==> src/rtl/burst_seq_pkg.sv <==
package burst_seq_pkg;
    typedef enum logic [1:0] {
        ORD_LINEAR = 2'b00,
        ORD_TOGGLE = 2'b01,
        ORD_WRAP   = 2'b10,
        ORD_RSVD   = 2'b11
    } order_e;
endpackage

==> src/rtl/burst_order_check.sv <==
module burst_order_check
    import burst_seq_pkg::*;
#(
    parameter int LW      = 8,
    parameter int WW      = 30,
    parameter int MIN_LOG = 2,
    parameter int MAX_LOG = 5
) (
    input  logic [1:0]    order_i,
    input  logic [LW-1:0] line_i,
    input  logic          wide_i,
    input  logic          word_bit0_i,
    output logic          single_o,
    output logic [WW-1:0] mask_o
);
    localparam int NSZ = MAX_LOG - MIN_LOG + 1;

    logic [NSZ-1:0] size_hit;

    for (genvar g = 0; g < NSZ; g++) begin : g_size
        assign size_hit[g] = (line_i == LW'(1 << (g + MIN_LOG)));
    end

    logic line_ok;
    logic needs_line;

    always_comb begin
        line_ok    = |size_hit;
        needs_line = (order_i == ORD_TOGGLE) || (order_i == ORD_WRAP);
        single_o   = (order_i == ORD_RSVD)
                   || (needs_line && !line_ok)
                   || (wide_i && word_bit0_i);
        mask_o     = WW'(line_i) - WW'(1);
    end
endmodule

==> src/rtl/burst_addr_calc.sv <==
module burst_addr_calc
    import burst_seq_pkg::*;
#(
    parameter int WW = 30
) (
    input  logic [1:0]    order_i,
    input  logic [WW-1:0] start_word_i,
    input  logic [WW-1:0] total_i,
    input  logic [WW-1:0] mask_i,
    output logic [WW-1:0] word_o
);
    logic [WW-1:0] in_line;
    logic [WW-1:0] line_base;

    always_comb begin
        in_line   = ((start_word_i & mask_i) + (total_i & mask_i)) & mask_i;
        line_base = (start_word_i & ~mask_i) + (total_i & ~mask_i);
        case (order_i)
            ORD_TOGGLE: word_o = start_word_i ^ total_i;
            ORD_WRAP:   word_o = line_base | in_line;
            default:    word_o = start_word_i + total_i;
        endcase
    end
endmodule

==> src/rtl/burst_addr_gen.sv <==
module burst_addr_gen
    import burst_seq_pkg::*;
#(
    parameter int AW      = 32,
    parameter int LW      = 8,
    parameter int MIN_LOG = 2,
    parameter int MAX_LOG = 5
) (
    input  logic          clk,
    input  logic          rst_n,
    input  logic          start_i,
    input  logic [AW-1:0] start_addr_i,
    input  logic [1:0]    order_i,
    input  logic [LW-1:0] line_words_i,
    input  logic          wide_i,
    input  logic          phase_done_i,
    output logic [AW-1:0] addr_o,
    output logic          single_o
);
    localparam int WW = AW - 2;

    typedef struct packed {
        logic [WW-1:0] start_word;
        logic [1:0]    order;
        logic [WW-1:0] mask;
        logic          wide;
        logic          single;
        logic [WW-1:0] total;
        logic [WW-1:0] word;
    } seq_t;

    seq_t st_d, st_q;

    logic          chk_single;
    logic [WW-1:0] chk_mask;
    logic [WW-1:0] calc_word;
    logic [WW-1:0] unit;
    logic [WW-1:0] total_next;

    burst_order_check #(
        .LW(LW), .WW(WW), .MIN_LOG(MIN_LOG), .MAX_LOG(MAX_LOG)
    ) u_check (
        .order_i     (order_i),
        .line_i      (line_words_i),
        .wide_i      (wide_i),
        .word_bit0_i (start_addr_i[2]),
        .single_o    (chk_single),
        .mask_o      (chk_mask)
    );

    burst_addr_calc #(.WW(WW)) u_calc (
        .order_i      (st_q.order),
        .start_word_i (st_q.start_word),
        .total_i      (total_next),
        .mask_i       (st_q.mask),
        .word_o       (calc_word)
    );

    always_comb begin
        unit       = st_q.wide ? WW'(2) : WW'(1);
        total_next = st_q.total + unit;
        st_d       = st_q;
        if (start_i) begin
            st_d.start_word = start_addr_i[AW-1:2];
            st_d.order      = order_i;
            st_d.mask       = chk_mask;
            st_d.wide       = wide_i;
            st_d.single     = chk_single;
            st_d.total      = '0;
            st_d.word       = start_addr_i[AW-1:2];
        end else if (phase_done_i && !st_q.single) begin
            st_d.total = total_next;
            st_d.word  = calc_word;
        end
    end

    always_ff @(posedge clk) begin
        if (!rst_n) st_q <= '0;
        else        st_q <= st_d;
    end

    assign addr_o   = {st_q.word, 2'b00};
    assign single_o = st_q.single;

    logic pv_q;
    always_ff @(posedge clk) begin
        if (!rst_n) pv_q <= 1'b0;
        else        pv_q <= 1'b1;
    end

    a_r2_load: assert property (@(posedge clk) disable iff (!rst_n)
        pv_q && $past(start_i) |-> addr_o[AW-1:2] == $past(start_addr_i[AW-1:2]));

    a_r3_hold: assert property (@(posedge clk) disable iff (!rst_n)
        pv_q && !$past(start_i) && !$past(phase_done_i) |-> $stable(addr_o));

    a_r11_single_freeze: assert property (@(posedge clk) disable iff (!rst_n)
        pv_q && !$past(start_i) && $past(single_o) |-> $stable(addr_o));

    a_r4_linear_step: assert property (@(posedge clk) disable iff (!rst_n)
        pv_q && !$past(start_i) && $past(phase_done_i) && !$past(single_o)
        && st_q.order == ORD_LINEAR
        |-> addr_o == $past(addr_o) + (st_q.wide ? AW'(8) : AW'(4)));

    a_r8_reserved: assert property (@(posedge clk) disable iff (!rst_n)
        pv_q && $past(start_i) && $past(order_i) == ORD_RSVD |-> single_o);
endmodule

==> config.mk <==
export PLATFORM = sky130hd
export DESIGN_NAME = burst_addr_gen
export DESIGN_NICKNAME = d
export VERILOG_FILES = /design/src/rtl/burst_seq_pkg.sv /design/src/rtl/burst_order_check.sv /design/src/rtl/burst_addr_calc.sv /design/src/rtl/burst_addr_gen.sv
export SDC_FILE = /design/constraint.sdc
export NUM_CORES = 1
export LEC_CHECK = 0
export ABC_AREA = 1
export CORE_MARGIN = 2
export CORE_UTILIZATION = 55
export CTS_CLUSTER_SIZE = 28
export DETAILED_ROUTE_END_ITERATION = 16
export DONT_BUFFER_PORTS = 1
export PLACE_DENSITY = 0.8
export RECOVER_POWER = 25
export SYNTH_ARGS = -nofsm -noshare
export SYNTH_HDL_FRONTEND = slang
export SYNTH_SLANG_ARGS = --single-unit
==> constraint.sdc <==
create_clock -name clk -period 7.3 [get_ports clk]
set_input_delay 1.46 -clock clk [delete_from_list [all_inputs] [get_ports clk]]
set_output_delay 1.46 -clock clk [all_outputs]
set_load 0.005 [all_outputs]
Word-level counts from Yosys, hierarchy flattened
Index checks and enable logic that the tools add are counted.
Cells by class
  add/subtract/negate cells: 5
  equal/unequal tests: 9
  reduce and logical (&&, ||, !) cells: 11
  bitwise gates (word level): 9
  muxes and demuxes: 4
Operator list (count)
  $and A30 B30 Y30: 5
  $add A30 B30 Y30: 3
  $mux W30: 2
  $pmux W30 S2: 1
  $add A30 B2 Y30: 1
  $not A30 Y30: 1
  $or A30 B30 Y30: 1
  $xor A30 B30 Y30: 1
  $sub A8 B1 Y9 const B: 1
  $eq A8 B3 Y1 const B: 1
  $eq A8 B4 Y1 const B: 1
  $eq A8 B5 Y1 const B: 1
  $eq A8 B6 Y1 const B: 1
  $eq A2 B2 Y1 const B: 3
  $eq A2 B1 Y1 const B: 2
  $reduce_or A4 Y1: 1
  $logic_and A1 B1 Y1: 3
  $logic_or A1 B1 Y1: 3
  $logic_not A1 Y1: 2
  $mux W2: 1
  $reduce_bool A2 Y1: 1
  $reduce_or A2 Y1: 1
  $not A1 Y1: 1
Word-level totals
  word-level logic and storage cells: 45
  register bits after elaboration: 124
  input bits: 47

Depth between registers and ports, before layout
Gate-level depths: netlist of run 1.
  depth in word-level cells: 9
  mapped depth: 32

Cells and area by module
Synthesis of run 1 repeated with hierarchy kept, for this count alone.
Unflattened totals
  cells, all modules: 2437
  area total of the unflattened synthesis: 13606.8 um^2
By module, submodules not included
  burst_addr_calc: instances 1, cells each 1567, seq. area each 0.0 um^2, area each 7632.3 um^2
  burst_addr_gen: instances 1, cells each 804, seq. area each 2482.4 um^2, area each 5561.6 um^2
  burst_order_check: instances 1, cells each 66, seq. area each 0.0 um^2, area each 412.9 um^2

Least setup slack after synthesis of run 1
OpenSTA, ideal clock, no wires.
  path type: reg-to-reg
  from: register st_q[61] (netlist bit)
  to: register st_q (netlist bit addr_o[26])
  buffers on the path: 0
  period minus slack after synthesis: 3.449 ns
  library setup time: 0.128 ns
  cell stages (with the launch flop): 31
  setup slack: 3.851 ns
  arrival time: 3.322 ns
  cell sequence: dfxtp_1 -> inv_1 -> ha_1 -> fa_1 -> nand3_2 -> nor2_4 -> nand2_2 -> nor2_4 -> nand2_2 -> nor2_4 -> nand2_4 -> nor2_8 -> nand2_4 -> nor2_8 -> xor2_2 -> nor2_1 -> ha_1 -> nand2_1 -> nor2_1 -> inv_1 -> nor2_1 -> and3_1 -> nand2_1 -> nand3_1 -> nand2_1 -> nand2_1 -> nand2_1 -> nand2_1 -> nand2_1 -> a21oi_1 -> nor2_1
On the way
  cells in the longest elaborated chain, start to end: 9
  elaborated cells between the ends (all ways): 13
  those cells by class: add/sub (4); mux (4); bitwise (5)
Ends and longest elaborated chain
  start: declaration: RTL line burst_addr_gen.sv:32  | seq_t st_d, st_q;
  start signal: assignment: RTL line burst_addr_gen.sv:79  | else st_q <= st_d;
  $mux W2 (*): RTL line burst_addr_gen.sv:60  | unit = st_q.wide ? WW'(2) : WW'(1);
  $add A30 B2 Y30 (*): RTL line burst_addr_gen.sv:61  | total_next = st_q.total + unit;
  $and A30 B30 Y30: RTL line burst_addr_calc.sv:16  | in_line = ((start_word_i & mask_i) + (total_i & mask_i)) & mask_i;
  $add A30 B30 Y30: RTL line burst_addr_calc.sv:16
  $and A30 B30 Y30: RTL line burst_addr_calc.sv:16
  $or A30 B30 Y30: RTL line burst_addr_calc.sv:20  | ORD_WRAP: word_o = line_base | in_line;
  $pmux W30 S2 (*): RTL line burst_addr_calc.sv:18  | case (order_i)
  $mux W30 (*): RTL line burst_addr_gen.sv:71  | end else if (phase_done_i && !st_q.single) begin
  $mux W30 (*): RTL line burst_addr_gen.sv:63  | if (start_i) begin
Mark *: on every way between the ends. The rest lies on a longest branch, timed or not. The select of a mux whose other input is x is not followed.
A chain may end at the register's enable or synchronous reset.

Worst setup path after layout of run 1
  from: register st_q[61] (netlist bit)
  to: register st_q (netlist bit addr_o[21])
Same word-level chain as after synthesis.

==> results.cfg, run 1 <==
[outcome]
status = finished, final reports clean

[logic_synthesis]
synth-edff-count = 0
synth_common_cells = nand2_1, inv_1, nor2_1
yosys_warnings = 0
synthFlopType = dfxtp_1
synth-seq-cells = 103
yosys-top-cells-area = nand2_1, dfxtp_1, inv_1
synth_most_common_cell = nand2_1
avgSynthCellArea_um2 = 5.69
synth_seq_area_share = 0.175
synth_largest_area_cell = nand2_1
synth_cell_types = 44
synth_area_um2 = 11800
synthArstFlopShare = 0
synthCells = 2070
synth_top_area_share = 0.195

[min_path]
hold_depth = 2
hold_path_class = flop to flop
hold_end = addr_o[5]$_SDFFE_PN0P_
min_from = addr_o[5]$_SDFFE_PN0P_

[clocking]
cts_max_level = 3
clock-sinks = 103
cts_setup_buffers = 0
tritoncts = yes
cts_root_buffer = clkbuf_16
insertion_delay_ns = 0.37
ctsLongestPathBuffers = 2
cts_hold_buf = 0
clk_pin_slew_worst_paths_ns = 0.08
postCtsResizedCells = 0
cts_made_buffers = 9

[power]
clkPwrFrac = 0.335
p_seq_frac = 0.435
p_switching_uw = 518
internal-power_uw = 940
p_total_uw = 1460
p_leak_uw = 0.00644
p_comb_frac = 0.231
swShare = 0.355
power_density_nw_per_um2 = 121
ir_worst_vdd_mv = 0.106

[floorplanning]
placementRows = 53
die_w_um = 150
die-area_um2 = 22600
core_um2 = 21000
ioPinCount = 80
start_util = 0.560
die_y_um = 150

[global_route]
grt_overflow_total = 0
antenna_found_initial = 0
grt_pass1_vias = 12000
grt_start_max_net_pins = 81
grt_pass1_wl_um = 62300
grt_use_total = 0.357

[route]
ant_nets = 0
vias_per_cell = 5.71
drc = 0
num_vias = 13100
drtPass1Iterations = 5
drt_iter0_markers = 1270
drt_wl_total_um = 40000
avgRoutedWirePerCell_um = 17.5

[timing]
hold_viol_final = 0
period_minus_slack_ns = 4.47
finalCritPeriodShare = 0.612
setup_viol_count_final = 0
rsz0062_at_grt = no
slew_violations = 0
fin_ws_ns = 2.83
fmax_mhz = 224
relSlewSlack = 0.250
fin_setup_tns_ns = 0
worst_slew_pin_slew_ns = 1.13
skew_ns = 0.0141
whs_ns = 0.508

[critical_path]
path_max_fanout = 5
crit_path_start_kind = flop
rrSetupSlack_ns = 2.83
r2r_end = addr_o[21]$_SDFFE_PN0P_
worst-path-buf-inv = 2
cp_slowest_stage_delay_ns = 0.45
crit_type = flop to flop
required_ns = 7.59
end_kind = flop
cpMostUsedCell = nand2_1
reg2regPathDepth = 26
critPathTopFamily = simple AND/OR/NAND/NOR gates
cpMaxStageDelayCell = xor2_1
r2r-start = st_q[61]$_SDFFE_PN0P_
critPathArrivalTime_ns = 4.76

[final_layout]
seqCellArea_um2 = 2060
num-fill-cells = 2226
n_antenna_cell = 0
syn2layout_area_growth_pct = 2.28
drive_above_1_share = 0.0278
multi_input_area_um2 = 8100
nets = 2153

[placement]
hpwl_um = 32600
gp_congestion = 1.05
io_buffers = 0
place_ws_ns = 2.97

[job]
maxCapViolCount = 0
-- sequential cells by signal, indices dropped and copies added, names as in the netlist --
| register | count |
|---|---|
| st_q | 72 |
| addr_o | 30 |
| single_o | 1 |
-- worst max path at each step --
| stage | startpoint | endpoint | slack [ns] | cells past startpoint |
|---|---|---|---|---|
| after floorplan | st_q[61]$_SDFFE_PN0P_ | addr_o[26]$_SDFFE_PN0P_ | 3.85 | 30 |
| after global placement | st_q[61]$_SDFFE_PN0P_ | addr_o[22]$_SDFFE_PN0P_ | 3.04 | 25 |
| after detailed placement | st_q[61]$_SDFFE_PN0P_ | addr_o[21]$_SDFFE_PN0P_ | 2.97 | 26 |
| after CTS | st_q[61]$_SDFFE_PN0P_ | addr_o[21]$_SDFFE_PN0P_ | 2.94 | 26 |
| after global routing | st_q[61]$_SDFFE_PN0P_ | addr_o[29]$_SDFFE_PN0P_ | 2.45 | 29 |
| final | st_q[61]$_SDFFE_PN0P_ | addr_o[21]$_SDFFE_PN0P_ | 2.83 | 26 |
-- metal layers --
layer  part of all wire  GRT usage
met5                  0          0
met4              0.034      0.127
met3              0.095     0.0682
met1               0.44      0.485
met2               0.43      0.564
-- power groups by stage --
stage / Combinational (µW) / Sequential [µW] / Clock [µW]
2_1_floorplan: 260 / 627 / 0
3_3_place_gp: 319 / 643 / 0
3_5_place_dp: 325 / 644 / 0
4_1_cts: 326 / 631 / 492
5_1_grt: 371 / 636 / 514
6_report: 337 / 634 / 488
-- cell usage in the layout (no fill, tap or decap), drive strengths merged, types with 2 or more instances in the layout --
cell,count
nand4,20
nor4,7
buf,5
and2,4
clkbuf,10
nor2,248
conb,2
dfxtp,103
a32oi,3
ha,94
a21boi,4
a21o,6
o21a,3
a31oi,14
nor3,24
o21ai,114
nand3b,8
o21bai,17
o211ai,11
a21oi,151
xor2,28
inv,323
clkinv,4
xnor2,20
fa,4
nand3,124
o31ai,2
or2,5
nand2,618
o22ai,34
-- cells by family after synthesis --
family / Yosys count / share of synthesized area
fa+ha+maj: 98 / 0.107
other cells: 1 / 0.000318
simple gates: 1059 / 0.374
compound gates: 360 / 0.169
xor+xnor: 48 / 0.0370
buf+inv: 401 / 0.138
flops: 103 / 0.175
-- metrics by stage --
| stage | utilization | instances | area (µm²) |
|---|---|---|---|
| after floorplan | - | 2071 | 11800 |
| after global placement | 0.559 | 2272 | 11800 |
| after detailed placement | 0.559 | 2272 | 11800 |
| after CTS | 0.573 | 2288 | 12100 |
| after global routing | 0.573 | 2288 | 12000 |
| final | 0.573 | 2288 | 12000 |
-- tightest hold or removal path: cells and delay by family (launching register included) --
kind,cells,cell delay [ns]
DFF,1,0.33
and+or+nand+nor,1,0.06
AOI/OAI and AO/OA,1,0.07
-- cell type report --
type                            count  share of cell area
Clock buffer                        9              0.0187
Inverter                          321               0.100
Tap cell                          275              0.0286
Timing Repair Buffer                6             0.00343
Multi-Input combinational cell   1567               0.673
Sequential cell                   103               0.171
Clock inverter                      7             0.00550
Power figures use the tool's default switching activity.
==> inputs of run 2 (changes only) <==
--- a/config.mk
+++ b/config.mk
@@ -11,7 +11,7 @@
 export CTS_CLUSTER_SIZE = 28
 export DETAILED_ROUTE_END_ITERATION = 16
 export DONT_BUFFER_PORTS = 1
-export PLACE_DENSITY = 0.8
+export PLACE_DENSITY = 0.83
 export RECOVER_POWER = 25
 export SYNTH_ARGS = -nofsm -noshare
 export SYNTH_HDL_FRONTEND = slang
==> constraint.sdc (replaced) <==
create_clock -name clk -period 3.79 [get_ports clk]
set_input_delay 0.758 -clock clk [delete_from_list [all_inputs] [get_ports clk]]
set_output_delay 0.758 -clock clk [all_outputs]
set_load 0.005 [all_outputs]
==> results.cfg, run 2 (synthesized netlist as in run 1, its figures left out) <==
[outcome]
status = complete, but fails checks
violations = setup timing

[final_layout]
largest-register = st_q
num-fill-cells = 1857
utilization = 0.697
n_antenna_cell = 0
layout_common_cells = nand2_1, inv_1, buf_4
syn2layout_area_growth_pct = 24.5
drive_above_1_share = 0.214
nets = 2379
largest_reg_flops = 72
stdcell_area_um2 = 14700
final_common_cell = nand2_1

[min_path]
hold_path_class = primary input to flop
min_from = start_i
hold_depth = 1
hold_end = st_q[64]$_SDFFE_PN0P_

[route]
drt_iter0_markers = 1292
vias_per_cell = 5.59
drt_wl_total_um = 44100
drc = 0
ant_nets = 0
drtPass1Iterations = 7
num_vias = 14100
avgRoutedWirePerCell_um = 17.5

[timing]
whs_ns = 0.484
period_minus_slack_ns = 3.94
fin_setup_tns_ns = -0.697
finalCritPeriodShare = 1.04
rsz0062_at_grt = yes
worst_slew_pin_slew_ns = 1.06
skew_ns = 0.0119
fin_ws_ns = -0.145
fmax_mhz = 254
relSlewSlack = 0.296
setup_viol_count_final = 10
slew_violations = 0
hold_viol_final = 0

[floorplanning]
die-area_um2 = 22600
core_um2 = 21000
start_util = 0.560
die_w_um = 150
placementRows = 53
ioPinCount = 80
die_y_um = 150

[critical_path]
rrSetupSlack_ns = -0.15
cpMaxStageDelayCell = dfxtp_2
r2r_end = addr_o[23]$_SDFFE_PN0P_
required_ns = 4.09
crit_type = flop to flop
r2r-start = st_q[61]$_SDFFE_PN0P_
cpMostUsedCell = nand2_1
critPathArrivalTime_ns = 4.23
crit_path_start_kind = flop
end_kind = flop
cp_slowest_stage_delay_ns = 0.34
path_max_fanout = 4
reg2regPathDepth = 30

[power]
power_density_nw_per_um2 = 205
p_comb_frac = 0.268
swShare = 0.358
clkPwrFrac = 0.324
p_switching_uw = 1080
p_leak_uw = 0.00768
p_seq_frac = 0.408
internal-power_uw = 1930
ir_worst_vdd_mv = 0.226

[placement]
io_buffers = 0
place_ws_ns = -0.236
gp_congestion = 1.02
placed_cell_area_um2 = 13300
hpwl_um = 35400

[global_route]
grt_pass1_vias = 12900
grt_use_total = 0.385
grt_start_max_net_pins = 80
antenna_found_initial = 0
grt_overflow_total = 0
grt_pass1_wl_um = 66700

[clocking]
ctsLongestPathBuffers = 2
cts_root_buffer = clkbuf_16
cts_made_buffers = 9
insertion_delay_ns = 0.37
cts_hold_buf = 0
clk_pin_slew_worst_paths_ns = 0.09
clock-sinks = 103
tritoncts = yes
cts_max_level = 3

[job]
maxCapViolCount = 0
==> run 2: changes by cell type in the layout (fill, tap and decap cells not counted), moves of 17 or more <==
| cell | before | now |
|---|---|---|
| nand2_1 | 612 | 561 |
| buf_4 | 5 | 222 |
| nand2_2 | 4 | 53 |
| ha_1 | 94 | 77 |
| nor2_1 | 236 | 198 |
| a21oi_2 | 0 | 32 |
| a21oi_1 | 151 | 117 |
| nor2_2 | 5 | 33 |
==> run 2: area by class of cell <==
class                   count  area [µm²]  area share
clock buffers               9         225      0.0154
clock inverters             7        90.1     0.00614
inverters                 321        1200      0.0822
multi-input cells        1567        8940       0.610
flip-flops and latches    103        2070       0.141
well taps                 275         344      0.0235
repair buffers            232        1790       0.122
==> run 2: metal layers <==
metal / share of wire / wire length [µm] / global-route usage
met1: 0.43 / 19100 / 0.534
met4: 0.036 / 1580 / 0.134
met3: 0.090 / 3990 / 0.0606
met5: 0 / 0 / 0
met2: 0.44 / 19500 / 0.605
==> run 2: worst max path at each step <==
stage,startpoint,endpoint,slack (ns),cells past startpoint
floorplan,st_q[61]$_SDFFE_PN0P_,addr_o[26]$_SDFFE_PN0P_,0.34,30
detailed placement,st_q[61]$_SDFFE_PN0P_,addr_o[31]$_SDFFE_PN0P_,-0.24,29
finish,st_q[61]$_SDFFE_PN0P_,addr_o[23]$_SDFFE_PN0P_,-0.15,30
global placement,st_q[61]$_SDFFE_PN0P_,addr_o[26]$_SDFFE_PN0P_,-0.12,30
global route,st_q[61]$_SDFFE_PN0P_,addr_o[23]$_SDFFE_PN0P_,-0.37,30
CTS,st_q[61]$_SDFFE_PN0P_,addr_o[31]$_SDFFE_PN0P_,-0.08,29
==> run 2: what timing repair did <==
item,CTS,global route
pin swaps,38,61
cloned,0,0
resized for setup,70,172
endpoints found under the setup margin,18,25
buffers inserted,14,13
==> run 2: critical path: cells and delay by family, from the launching register on <==
kind,cells,cell delay [ns]
compound gates,3,0.38
fa+ha+maj,3,0.58
buf+inv,5,0.52
flops,1,0.34
simple gates,19,2.03
==> run 2: power by group through the flow <==
| stage | registers [µW] | logic, µW | clock network, µW |
|---|---|---|---|
| after floorplan | 1210 | 501 | 0 |
| after global routing | 1230 | 880 | 1020 |
| after detailed placement | 1240 | 731 | 0 |
| after CTS | 1220 | 752 | 982 |
| final | 1220 | 806 | 973 |
| after global placement | 1240 | 719 | 0 |
==> run 2: metrics by stage <==
step	total power (µW)	instances
6_report	3000	2514
5_1_grt	3120	2514
4_1_cts	2950	2502
3_5_place_dp	1970	2472
3_3_place_gp	1960	2472
2_1_floorplan	1710	2071
==> inputs of run 3 (changes only) <==
--- a/config.mk
+++ b/config.mk
@@ -6,7 +6,6 @@
 export NUM_CORES = 1
 export LEC_CHECK = 0
 export ABC_AREA = 1
-export CORE_MARGIN = 2
 export CORE_UTILIZATION = 55
 export CTS_CLUSTER_SIZE = 28
 export DETAILED_ROUTE_END_ITERATION = 16
==> results.cfg, run 3 (synthesized netlist as in run 1, its figures left out) <==
[floorplanning]
start_util = 0.560
die-area_um2 = 22000
placementRows = 53
ioPinCount = 80
core_um2 = 21000
die_y_um = 148
die_w_um = 148

[final_layout]
syn2layout_area_growth_pct = 25.4
drive_above_1_share = 0.224
n_antenna_cell = 0
largest-register = st_q
stdcell_area_um2 = 14800
nets = 2369
final_common_cell = nand2_1
layout_common_cells = nand2_1, inv_1, buf_4
utilization = 0.702
largest_reg_flops = 72

[job]
maxCapViolCount = 0

[placement]
gp_congestion = 1.01
place_ws_ns = -0.245
placed_cell_area_um2 = 13200
io_buffers = 0
hpwl_um = 34200

[timing]
setup_viol_count_final = 19
slew_violations = 0
worst_slew_pin_slew_ns = 1.08
fin_ws_ns = -0.241
finalCritPeriodShare = 1.06
rsz0062_at_grt = yes
period_minus_slack_ns = 4.03
relSlewSlack = 0.281
skew_ns = 0.0152
hold_viol_final = 0
fmax_mhz = 248
fin_setup_tns_ns = -2.60

[clocking]
insertion_delay_ns = 0.37
cts_root_buffer = clkbuf_16
tritoncts = yes
clk_pin_slew_worst_paths_ns = 0.09
cts_max_level = 3
cts_made_buffers = 9
clock-sinks = 103
ctsLongestPathBuffers = 2
cts_hold_buf = 0

[critical_path]
crit_path_start_kind = flop
reg2regPathDepth = 28
cpMostUsedCell = nand2_1
path_max_fanout = 5
end_kind = flop
cp_slowest_stage_delay_ns = 0.41
crit_type = flop to flop
cpMaxStageDelayCell = ha_1
critPathArrivalTime_ns = 4.32
required_ns = 4.08

[outcome]
violations = setup timing
status = complete, but fails checks

[global_route]
grt_use_total = 0.384
grt_start_max_net_pins = 80
grt_use_met2 = 0.617
grt_pass1_vias = 12600
grt.busiest_layer = met2
grt_pass1_wl_um = 64600
grt_overflow_total = 0
met1_usage = 0.514
antenna_found_initial = 0
grtUsageMet3 = 0.0528

[power]
power_density_nw_per_um2 = 204
ir_worst_vdd_mv = 0.222
p_leak_uw = 0.00777
p_total_uw = 3020

[route]
drt_wl_total_um = 44000
avgRoutedWirePerCell_um = 17.6
ant_nets = 0
vias_per_cell = 5.67
drtPass1Iterations = 8
drc = 0
drt_iter0_markers = 1314
num_vias = 14200

[min_path]
hold_depth = 1
hold_path_class = primary input to flop
## run 3: changes by cell type in the layout (fill, tap and decap cells not counted), moves of 4 or more
cell     before  now
nand2_1     561  552
nor2_4       15   21
nand3_1     108   98
o21ai_0      99   94
buf_4       222  211
nor2_2       33   37
nand3_2      15   23
nand2_4       4   11
nor2_1      198  188
## run 3: critical path, delay by kind of cell, from the launching register on
kind | cells | cell delay, ns
simple gates | 13 | 1.15
fa+ha+maj | 3 | 0.95
buf+inv | 7 | 0.71
compound gates | 4 | 0.60
flops | 1 | 0.35
xor+xnor | 1 | 0.18
## run 3: timing repair
| item | 4_1_cts | 5_1_grt |
|---|---|---|
| gates cloned | 0 | 0 |
| setup buffers | 12 | 14 |
| endpoints found under the setup margin | 15 | 24 |
| pin swaps | 53 | 91 |
| resized for setup | 106 | 191 |
## run 3: final cells by class
cell class                      count  area [µm²]
Clock buffer                        9         225
Clock inverter                      7        73.8
Fill cell                        1884        6250
Inverter                          321        1210
Multi-Input combinational cell   1567        9150
Sequential cell                   103        2070
Tap cell                          275         344
Timing Repair Buffer              222        1700
## run 3: worst paths after layout
kind,from,slack [ns],end
setup reg to reg,st_q[61]$_SDFFE_PN0P_,-0.24,addr_o[23]$_SDFFE_PN0P_
setup / recovery,st_q[61]$_SDFFE_PN0P_,-0.24,addr_o[23]$_SDFFE_PN0P_
hold / removal,start_i,0.48,st_q[64]$_SDFFE_PN0P_
hold reg to reg,addr_o[7]$_SDFFE_PN0P_,0.52,addr_o[7]$_SDFFE_PN0P_
## run 3: power by group
| group | internal, µW | switching (µW) |
|---|---|---|
| clock network | 469 | 502 |
| registers | 1140 | 78.2 |
| logic | 316 | 509 |
| total | 1930 | 1090 |
## run 3: layer usage
| layer | wire length [µm] | vias to the layer above |
|---|---|---|
| li1 | - | 6940 |
| met1 | 18500 | 6468 |
| met2 | 19700 | 677 |
| met3 | 4190 | 108 |
| met4 | 1640 | 0 |
| met5 | 0 | - |
## run 3: through the flow
step                      hold WS, ns  std cells
after floorplan                 0.465       2071
after global placement          0.490       2462
after detailed placement        0.499       2462
after CTS                       0.473       2490
after global routing            0.473       2504
final                           0.480       2504
